<file path="src/rtl/synth_prog_pkg.sv">
// Shared constants for the synthesizer programming register file.
// Assumes a 17-bit data field followed by a 4-bit address in every frame.
package synth_prog_pkg;
    localparam int DATA_W   = 17;
    localparam int ADDR_W   = 4;
    localparam int REF_W    = 11;
    localparam int CP_W     = 2;
    localparam int FRAME_W  = DATA_W + ADDR_W;

    localparam logic [ADDR_W-1:0] ADDR_TEST = 4'b0000;
    localparam logic [ADDR_W-1:0] ADDR_PWR  = 4'b0100;
    localparam logic [ADDR_W-1:0] ADDR_REF  = 4'b0101;
    localparam logic [ADDR_W-1:0] ADDR_MAIN = 4'b0110;

    localparam int POS_LOCK  = 16;
    localparam int POS_PWR   = 15;
    localparam int POS_CP_LO = 13;

    typedef enum logic [2:0] {
        TGT_NONE,
        TGT_TEST,
        TGT_PWR,
        TGT_REF,
        TGT_MAIN
    } target_e;

    function automatic target_e decode_addr(input logic [ADDR_W-1:0] a);
        case (a)
            ADDR_TEST: return TGT_TEST;
            ADDR_PWR:  return TGT_PWR;
            ADDR_REF:  return TGT_REF;
            ADDR_MAIN: return TGT_MAIN;
            default:   return TGT_NONE;
        endcase
    endfunction
endpackage

</file>
<file path="src/rtl/prog_sync.sv">
// Multi-stage synchronizer for a group of independent slow inputs.
// Assumes each input stays steady for several clocks; each bit has its own
// reset value, so an idle-high line does not show a false edge after reset.
module prog_sync #(
    parameter int          W       = 3,
    parameter int          STAGES  = 2,
    parameter logic [W-1:0] RST_VAL = '0
) (
    input  logic         clk,
    input  logic         rst_n,
    input  logic [W-1:0] din,
    output logic [W-1:0] dout
);
    logic [W-1:0] chain [STAGES];

    generate
        for (genvar s = 0; s < STAGES; s++) begin : g_stage
            // Move the sampled value one stage further along the chain.
            always_ff @(posedge clk) begin
                if (!rst_n) chain[s] <= RST_VAL;
                else if (s == 0) chain[s] <= din;
                else chain[s] <= chain[(s == 0) ? 0 : s-1];
            end
        end
    endgenerate

    assign dout = chain[STAGES-1];
endmodule

</file>
<file path="src/rtl/prog_shifter.sv">
// Serial front end: shifts one bit per rising bus clock while enable is low,
// and raises a one-cycle frame strobe when enable rises.
// Assumes synchronized inputs, and no bus clock edge in the same cycle as an
// enable edge.
module prog_shifter
    import synth_prog_pkg::*;
(
    input  logic               clk,
    input  logic               rst_n,
    input  logic               s_clk,
    input  logic               s_dat,
    input  logic               s_en_n,
    output logic [FRAME_W-1:0] frame,
    output logic               frame_stb
);
    logic               clk_q;
    logic               en_q;
    logic [FRAME_W-1:0] sr;
    logic               clk_rise;

    // Keep last cycle's levels for edge detection.
    always_ff @(posedge clk) begin
        if (!rst_n) begin
            clk_q <= 1'b0;
            en_q  <= 1'b1;
        end else begin
            clk_q <= s_clk;
            en_q  <= s_en_n;
        end
    end

    assign clk_rise = s_clk & ~clk_q;

    // Shift in a new bit on each enabled bus clock rise; older bits fall off.
    always_ff @(posedge clk) begin
        if (!rst_n) sr <= '0;
        else if (clk_rise && !s_en_n) sr <= {sr[FRAME_W-2:0], s_dat};
    end

    assign frame     = sr;
    assign frame_stb = s_en_n & ~en_q;

    // while enable is high, the shift register keeps its contents.
    a_r4_idle_bus_holds: assert property (@(posedge clk) disable iff (!rst_n)
        s_en_n |=> $stable(sr));

    // one rising enable edge gives one load strobe, never two in a row.
    a_r5_single_load: assert property (@(posedge clk) disable iff (!rst_n)
        frame_stb |=> !frame_stb);
endmodule

</file>
<file path="src/rtl/prog_ratio_slot.sv">
// Holds one divider ratio. A loaded value waits as pending and is applied at
// the divider's terminal-count strobe, so a running count is never disturbed.
// Assumes tc is high for one clock at each divider wrap.
module prog_ratio_slot #(
    parameter int W = 17
) (
    input  logic         clk,
    input  logic         rst_n,
    input  logic         wr,
    input  logic [W-1:0] wdata,
    input  logic         tc,
    output logic [W-1:0] ratio
);
    logic [W-1:0] pend;
    logic         pv;

    // Apply the pending ratio at the count boundary.
    always_ff @(posedge clk) begin
        if (!rst_n) ratio <= '0;
        else if (tc && pv) ratio <= pend;
    end

    // Park new loads; the latest load wins, and a commit clears the flag.
    always_ff @(posedge clk) begin
        if (!rst_n) begin
            pend <= '0;
            pv   <= 1'b0;
        end else begin
            if (tc && pv) pv <= 1'b0;
            if (wr) begin
                pend <= wdata;
                pv   <= 1'b1;
            end
        end
    end

    // the applied ratio only moves at a terminal count.
    a_r6_ratio_at_boundary: assert property (@(posedge clk) disable iff (!rst_n)
        !tc |=> $stable(ratio));

    // a commit with no new load leaves nothing pending.
    a_r11_commit_clears: assert property (@(posedge clk) disable iff (!rst_n)
        (tc && pv && !wr) |=> !pv);

    // a load always leaves a value pending.
    a_r11_load_pends: assert property (@(posedge clk) disable iff (!rst_n)
        wr |=> pv);
endmodule

</file>
<file path="src/rtl/prog_latches.sv">
// Decodes the frame address on the load strobe and steers the data field to
// the test, power, reference/control or main latch. Unused addresses are
// dropped. Assumes frame is steady while frame_stb is high.
module prog_latches
    import synth_prog_pkg::*;
(
    input  logic               clk,
    input  logic               rst_n,
    input  logic [FRAME_W-1:0] frame,
    input  logic               frame_stb,
    input  logic               main_tc,
    input  logic               ref_tc,
    output logic [DATA_W-1:0]  main_ratio,
    output logic [REF_W-1:0]   ref_ratio,
    output logic [CP_W-1:0]    cp_code,
    output logic               sw_pwr,
    output logic               lock_en,
    output logic [DATA_W-1:0]  test_word
);
    logic [ADDR_W-1:0] addr;
    logic [DATA_W-1:0] data;
    target_e           tgt;
    logic              wr_main;
    logic              wr_ref;

    assign addr    = frame[ADDR_W-1:0];
    assign data    = frame[FRAME_W-1:ADDR_W];
    assign tgt     = frame_stb ? decode_addr(addr) : TGT_NONE;
    assign wr_main = (tgt == TGT_MAIN);
    assign wr_ref  = (tgt == TGT_REF);

    prog_ratio_slot #(.W(DATA_W)) u_main (
        .clk   (clk),
        .rst_n (rst_n),
        .wr    (wr_main),
        .wdata (data),
        .tc    (main_tc),
        .ratio (main_ratio)
    );

    prog_ratio_slot #(.W(REF_W)) u_ref (
        .clk   (clk),
        .rst_n (rst_n),
        .wr    (wr_ref),
        .wdata (data[REF_W-1:0]),
        .tc    (ref_tc),
        .ratio (ref_ratio)
    );

    // Control fields follow the load at once, without waiting for a boundary.
    always_ff @(posedge clk) begin
        if (!rst_n) begin
            cp_code <= '0;
            sw_pwr  <= 1'b0;
            lock_en <= 1'b0;
        end else if (tgt == TGT_REF) begin
            cp_code <= data[POS_CP_LO +: CP_W];
            sw_pwr  <= data[POS_PWR];
            lock_en <= data[POS_LOCK];
        end else if (tgt == TGT_PWR) begin
            sw_pwr  <= data[POS_PWR];
        end
    end

    // Test register keeps the whole data field.
    always_ff @(posedge clk) begin
        if (!rst_n) test_word <= '0;
        else if (tgt == TGT_TEST) test_word <= data;
    end

    // control and test state change only after a load strobe.
    a_r8_ctrl_on_load: assert property (@(posedge clk) disable iff (!rst_n)
        !frame_stb |=> $stable({cp_code, sw_pwr, lock_en, test_word}));

    // a frame with an unused address changes no latch.
    a_r5_unused_dropped: assert property (@(posedge clk) disable iff (!rst_n)
        (frame_stb && decode_addr(addr) == TGT_NONE)
        |=> $stable({cp_code, sw_pwr, lock_en, test_word}));

    // the power-only address never touches the charge-pump or lock fields.
    a_r9_pwr_only: assert property (@(posedge clk) disable iff (!rst_n)
        (frame_stb && decode_addr(addr) == TGT_PWR)
        |=> $stable({cp_code, lock_en}));
endmodule

</file>
<file path="src/rtl/synth_prog_regs.sv">
// Top of the synthesizer programming register file: synchronizes the three
// bus lines, assembles frames and drives the divider and control latches.
// Assumes the bus runs several times slower than clk.
module synth_prog_regs
    import synth_prog_pkg::*;
#(
    parameter int SYNC_STAGES = 2
) (
    input  logic              clk,
    input  logic              rst_n,
    input  logic              bus_clk,
    input  logic              bus_data,
    input  logic              bus_en_n,
    input  logic              main_tc,
    input  logic              ref_tc,
    output logic [DATA_W-1:0] main_ratio,
    output logic [REF_W-1:0]  ref_ratio,
    output logic [CP_W-1:0]   cp_code,
    output logic              sw_pwr,
    output logic              lock_en,
    output logic [DATA_W-1:0] test_word
);
    localparam int BUS_LINES = 3;

    logic [BUS_LINES-1:0] bus_sync;
    logic [FRAME_W-1:0]   frame;
    logic                 frame_stb;

    prog_sync #(
        .W       (BUS_LINES),
        .STAGES  (SYNC_STAGES),
        .RST_VAL (3'b100)
    ) u_sync (
        .clk   (clk),
        .rst_n (rst_n),
        .din   ({bus_en_n, bus_data, bus_clk}),
        .dout  (bus_sync)
    );

    prog_shifter u_shift (
        .clk       (clk),
        .rst_n     (rst_n),
        .s_clk     (bus_sync[0]),
        .s_dat     (bus_sync[1]),
        .s_en_n    (bus_sync[2]),
        .frame     (frame),
        .frame_stb (frame_stb)
    );

    prog_latches u_latch (
        .clk        (clk),
        .rst_n      (rst_n),
        .frame      (frame),
        .frame_stb  (frame_stb),
        .main_tc    (main_tc),
        .ref_tc     (ref_tc),
        .main_ratio (main_ratio),
        .ref_ratio  (ref_ratio),
        .cp_code    (cp_code),
        .sw_pwr     (sw_pwr),
        .lock_en    (lock_en),
        .test_word  (test_word)
    );
endmodule

</file>
<file path="config.mk">
export PLATFORM = sky130hd
export DESIGN_NAME = synth_prog_regs
export DESIGN_NICKNAME = d
export VERILOG_FILES = /design/src/rtl/synth_prog_pkg.sv /design/src/rtl/prog_sync.sv /design/src/rtl/prog_shifter.sv /design/src/rtl/prog_ratio_slot.sv /design/src/rtl/prog_latches.sv /design/src/rtl/synth_prog_regs.sv
export SDC_FILE = /design/constraint.sdc
export NUM_CORES = 1
export LEC_CHECK = 0
export BUFFER_PORTS_ARGS = -buffer_cell sky130_fd_sc_hd__buf_2
export CAP_MARGIN = 30
export CORE_ASPECT_RATIO = 0.9
export CORE_UTILIZATION = 45
export CTS_BUF_LIST = sky130_fd_sc_hd__clkbuf_16
export DETAILED_ROUTE_END_ITERATION = 6
export PLACE_DENSITY = 0.75
export SLEW_MARGIN = 25
export SYNTH_ARGS = -nofsm -noshare
export SYNTH_HDL_FRONTEND = slang
export SYNTH_SLANG_ARGS = --single-unit
</file>
<file path="constraint.sdc">
create_clock -name clk -period 3.2 [get_ports clk]
set_input_delay 0.64 -clock clk [delete_from_list [all_inputs] [get_ports clk]]
set_output_delay 0.64 -clock clk [all_outputs]
set_load 0.05 [all_outputs]
</file>
==> results.sh <==
export IMPL_syn_avg_cell_area_um2=9.28
export IMPL_critPathArrivalTime_ns=2.17
export IMPL_die_w_um=101
export IMPL_power_mw=2.46
export IMPL_critPathRequiredTime_ns=3.39
export IMPL_cpMaxStageDelayCell="or3_1"
export IMPL_io_buffer_count=55
export IMPL_rows=31
export IMPL_grt_ovfl_total=0
export IMPL_final_util_pct=55.4
export IMPL_pwr_share_clk_pct=43.4
export IMPL_cts_sinks=108
export IMPL_max_slew_margin_pct=38.4
export IMPL_pwr_share_seq_pct=54.7
export IMPL_htree_levels=3
export IMPL_hold_path_class="reg -> reg"
export IMPL_tns_ns=0
export IMPL_cts_tree="done"
export IMPL_diodes=0
export IMPL_fin_skew_ns=0.00999
export IMPL_grt_pass1_wl_um=12700
export IMPL_cts_path_max_buffers=2
export IMPL_drv_slew=0
export IMPL_finalCriticalPeriod_ns=1.98
export IMPL_grt_max_degree=49
export IMPL_powerDensity_mw_per_mm2=538
export IMPL_cp_buffers_inverters=0
export IMPL_syn_inst=424
export IMPL_synth_net_count=431
export IMPL_status="completed"
export IMPL_viasPerCell=4.79
export IMPL_path_class="reg -> reg"
export IMPL_layout_common_cells="166 x nand2_1, 108 x dfxtp_1, 55 x buf_2, 51 x a21boi_0, 49 x mux2i_1"
export IMPL_first_pass_iters=4
export IMPL_antenna_found_initial=0
export IMPL_area_delta_synth_final_pct=16.3
export IMPL_wl_met1_um=3660
export IMPL_worst_setup_path_end_kind="flip-flop"
export IMPL_fin_cells=589
export IMPL_nets=476
export IMPL_hold_viol_final=0
export IMPL_holdBufCountCts=0
export IMPL_p_comb_share_pct=1.9
export IMPL_core_area_mm2=0.00826
export IMPL_path_cells="or4b_1 > or3_1 > mux2i_1"
export IMPL_wl_met3_um=320
export IMPL_crit_fanout=17
export IMPL_dp_hpwl_um=5200
export IMPL_power_leakage_nw=2.01
export IMPL_drt_iter0_drc=97
export IMPL_io_pins=56
export IMPL_async_reset_ff_share_pct=0
export IMPL_root_buffer="clkbuf_16"
export IMPL_ant_nets=0
export IMPL_grt_use_total_pct=17.7
export IMPL_rsz0062_at_grt="no"
export IMPL_cts_resized=0
export IMPL_max_slew_worst_pin_slew_ns=0.925
export IMPL_grt_pass1_vias=2717
export IMPL_cts_setup_buffers=0
export IMPL_yosysUniqueCellTypes=18
export IMPL_p_sw_mw=0.550
export IMPL_cp_start_kind="flip-flop"
export IMPL_final_common_cell="nand2_1"
export IMPL_dp_cells=573
export IMPL_cp_slowest_stage_delay_ns=0.71
export IMPL_highest_layer="met4"
export IMPL_yosysSeqAreaShare_pct=54.9
export IMPL_synthFlopType="dfxtp_1"
export IMPL_wl_met2_um=3330
export IMPL_drc=0
export IMPL_initial_core_util_pct=47.6
export IMPL_power_share_switching_pct=22.3
export IMPL_syn_cell_area_mm2=0.00394
export IMPL_whs_ns=0.410
export IMPL_crit_family="simple AND/OR/NAND/NOR gates"
export IMPL_drive_above_1_share_pct=17.1
export IMPL_die_area_mm2=0.00912
export IMPL_wirelength_um=7420
export IMPL_peakVddDrop_mv=0.429
export IMPL_fmax_mhz=504
export IMPL_finalSetupViolCount=0
export IMPL_numCtsBuffers=9
export IMPL_gp_congestion=0.813
export IMPL_synth_edf_count=0
export IMPL_routedWlPerCell_um=12.6
export IMPL_power_internal_mw=1.91
export IMPL_synth_seq_cells=108
export IMPL_worstSkewPairLatency_ns=0.35
export IMPL_yosysWarnings=0
export IMPL_die_h_um=90.7
export IMPL_post_route_period_util_pct=62.0
export IMPL_cap_violations=0
export IMPL_route_vias_total=2821
export IMPL_clkSlewWorstSetupHoldPaths_ns=0.07
-- path summary, 6_finish.rpt --
check / start / depth (start not counted) / slack (ns) / to
hold reg to reg: u_sync.chain[0][2] / 1 / 0.41 / u_sync.chain[1][2]
setup / recovery: u_shift.frame[1] / 3 / 1.22 / u_latch.test_word[9]
setup reg to reg: u_shift.frame[1] / 3 / 1.22 / u_latch.test_word[9]
hold / removal: u_sync.chain[0][2] / 1 / 0.41 / u_sync.chain[1][2]
-- cell usage after synthesis (all sizes together) (2+ instances only) --
cell	number	area share [%]
buf	5	1.2
a21boi	51	9.7
nand3b	2	0.38
nand2b	5	0.79
dfxtp	108	55
nand2	166	16
clkbuf	24	2.3
mux2i	49	12
and2	7	1.1
-- final cells by class --
cell class	count	area [µm²]
inverters	1	3.75
clock inverters	7	68.8
flip-flops and latches	108	2160
clock buffers	9	225
multi-input cells	286	1640
repair buffers	63	335
well taps	115	144
fillers	775	3680
-- sequential cells by signal (all words and copies together), names as in the netlist --
register	cells
u_latch.cp_code	2
u_latch.lock_en	1
u_latch.sw_pwr	1
u_latch.test_word	17
u_latch.u_main.pend	17
u_latch.u_main.pv	1
u_latch.u_main.ratio	17
u_latch.u_ref.pend	11
u_latch.u_ref.pv	1
u_latch.u_ref.ratio	11
u_shift.clk_q	1
u_shift.en_q	1
u_shift.frame	21
u_sync.chain	6
-- stage by stage --
step	cell area, µm²	setup WS [ns]
after global routing	4580	1.11
final	4580	1.22
after global placement	4280	1.25
after floorplan	3940	1.50
after detailed placement	4280	1.22
after CTS	4580	1.21
-- metal layers --
layer | up-vias | global-route usage, %
met1 | 1296 | 22.1
met4 | 0 | 5.43
met2 | 48 | 29.3
met5 | - | 0
li1 | 1465 | -
met3 | 12 | 5.11
-- worst register-to-register path: stages, from the launching register on --
cell     delay (ns)
dfxtp_1        0.34
or4b_1         0.54
or3_1          0.71
mux2i_1        0.24
-- power by group through the flow --
stage / logic, mW / clock network (mW) / registers, mW
floorplan: 0.0364 / 0 / 1.38
global placement: 0.0463 / 0 / 1.38
detailed placement: 0.0465 / 0 / 1.38
CTS: 0.0465 / 1.09 / 1.35
global route: 0.0511 / 1.15 / 1.35
finish: 0.0463 / 1.07 / 1.35
-- kinds of logic after synthesis --
kind of cell	after synthesis	synth area share [%]
flops	108	54.9
mux	49	12.5
compound gates	51	9.73
simple gates	186	19.3
buf+inv	30	3.56
No activity file was read; power rests on OpenSTA's default activity.
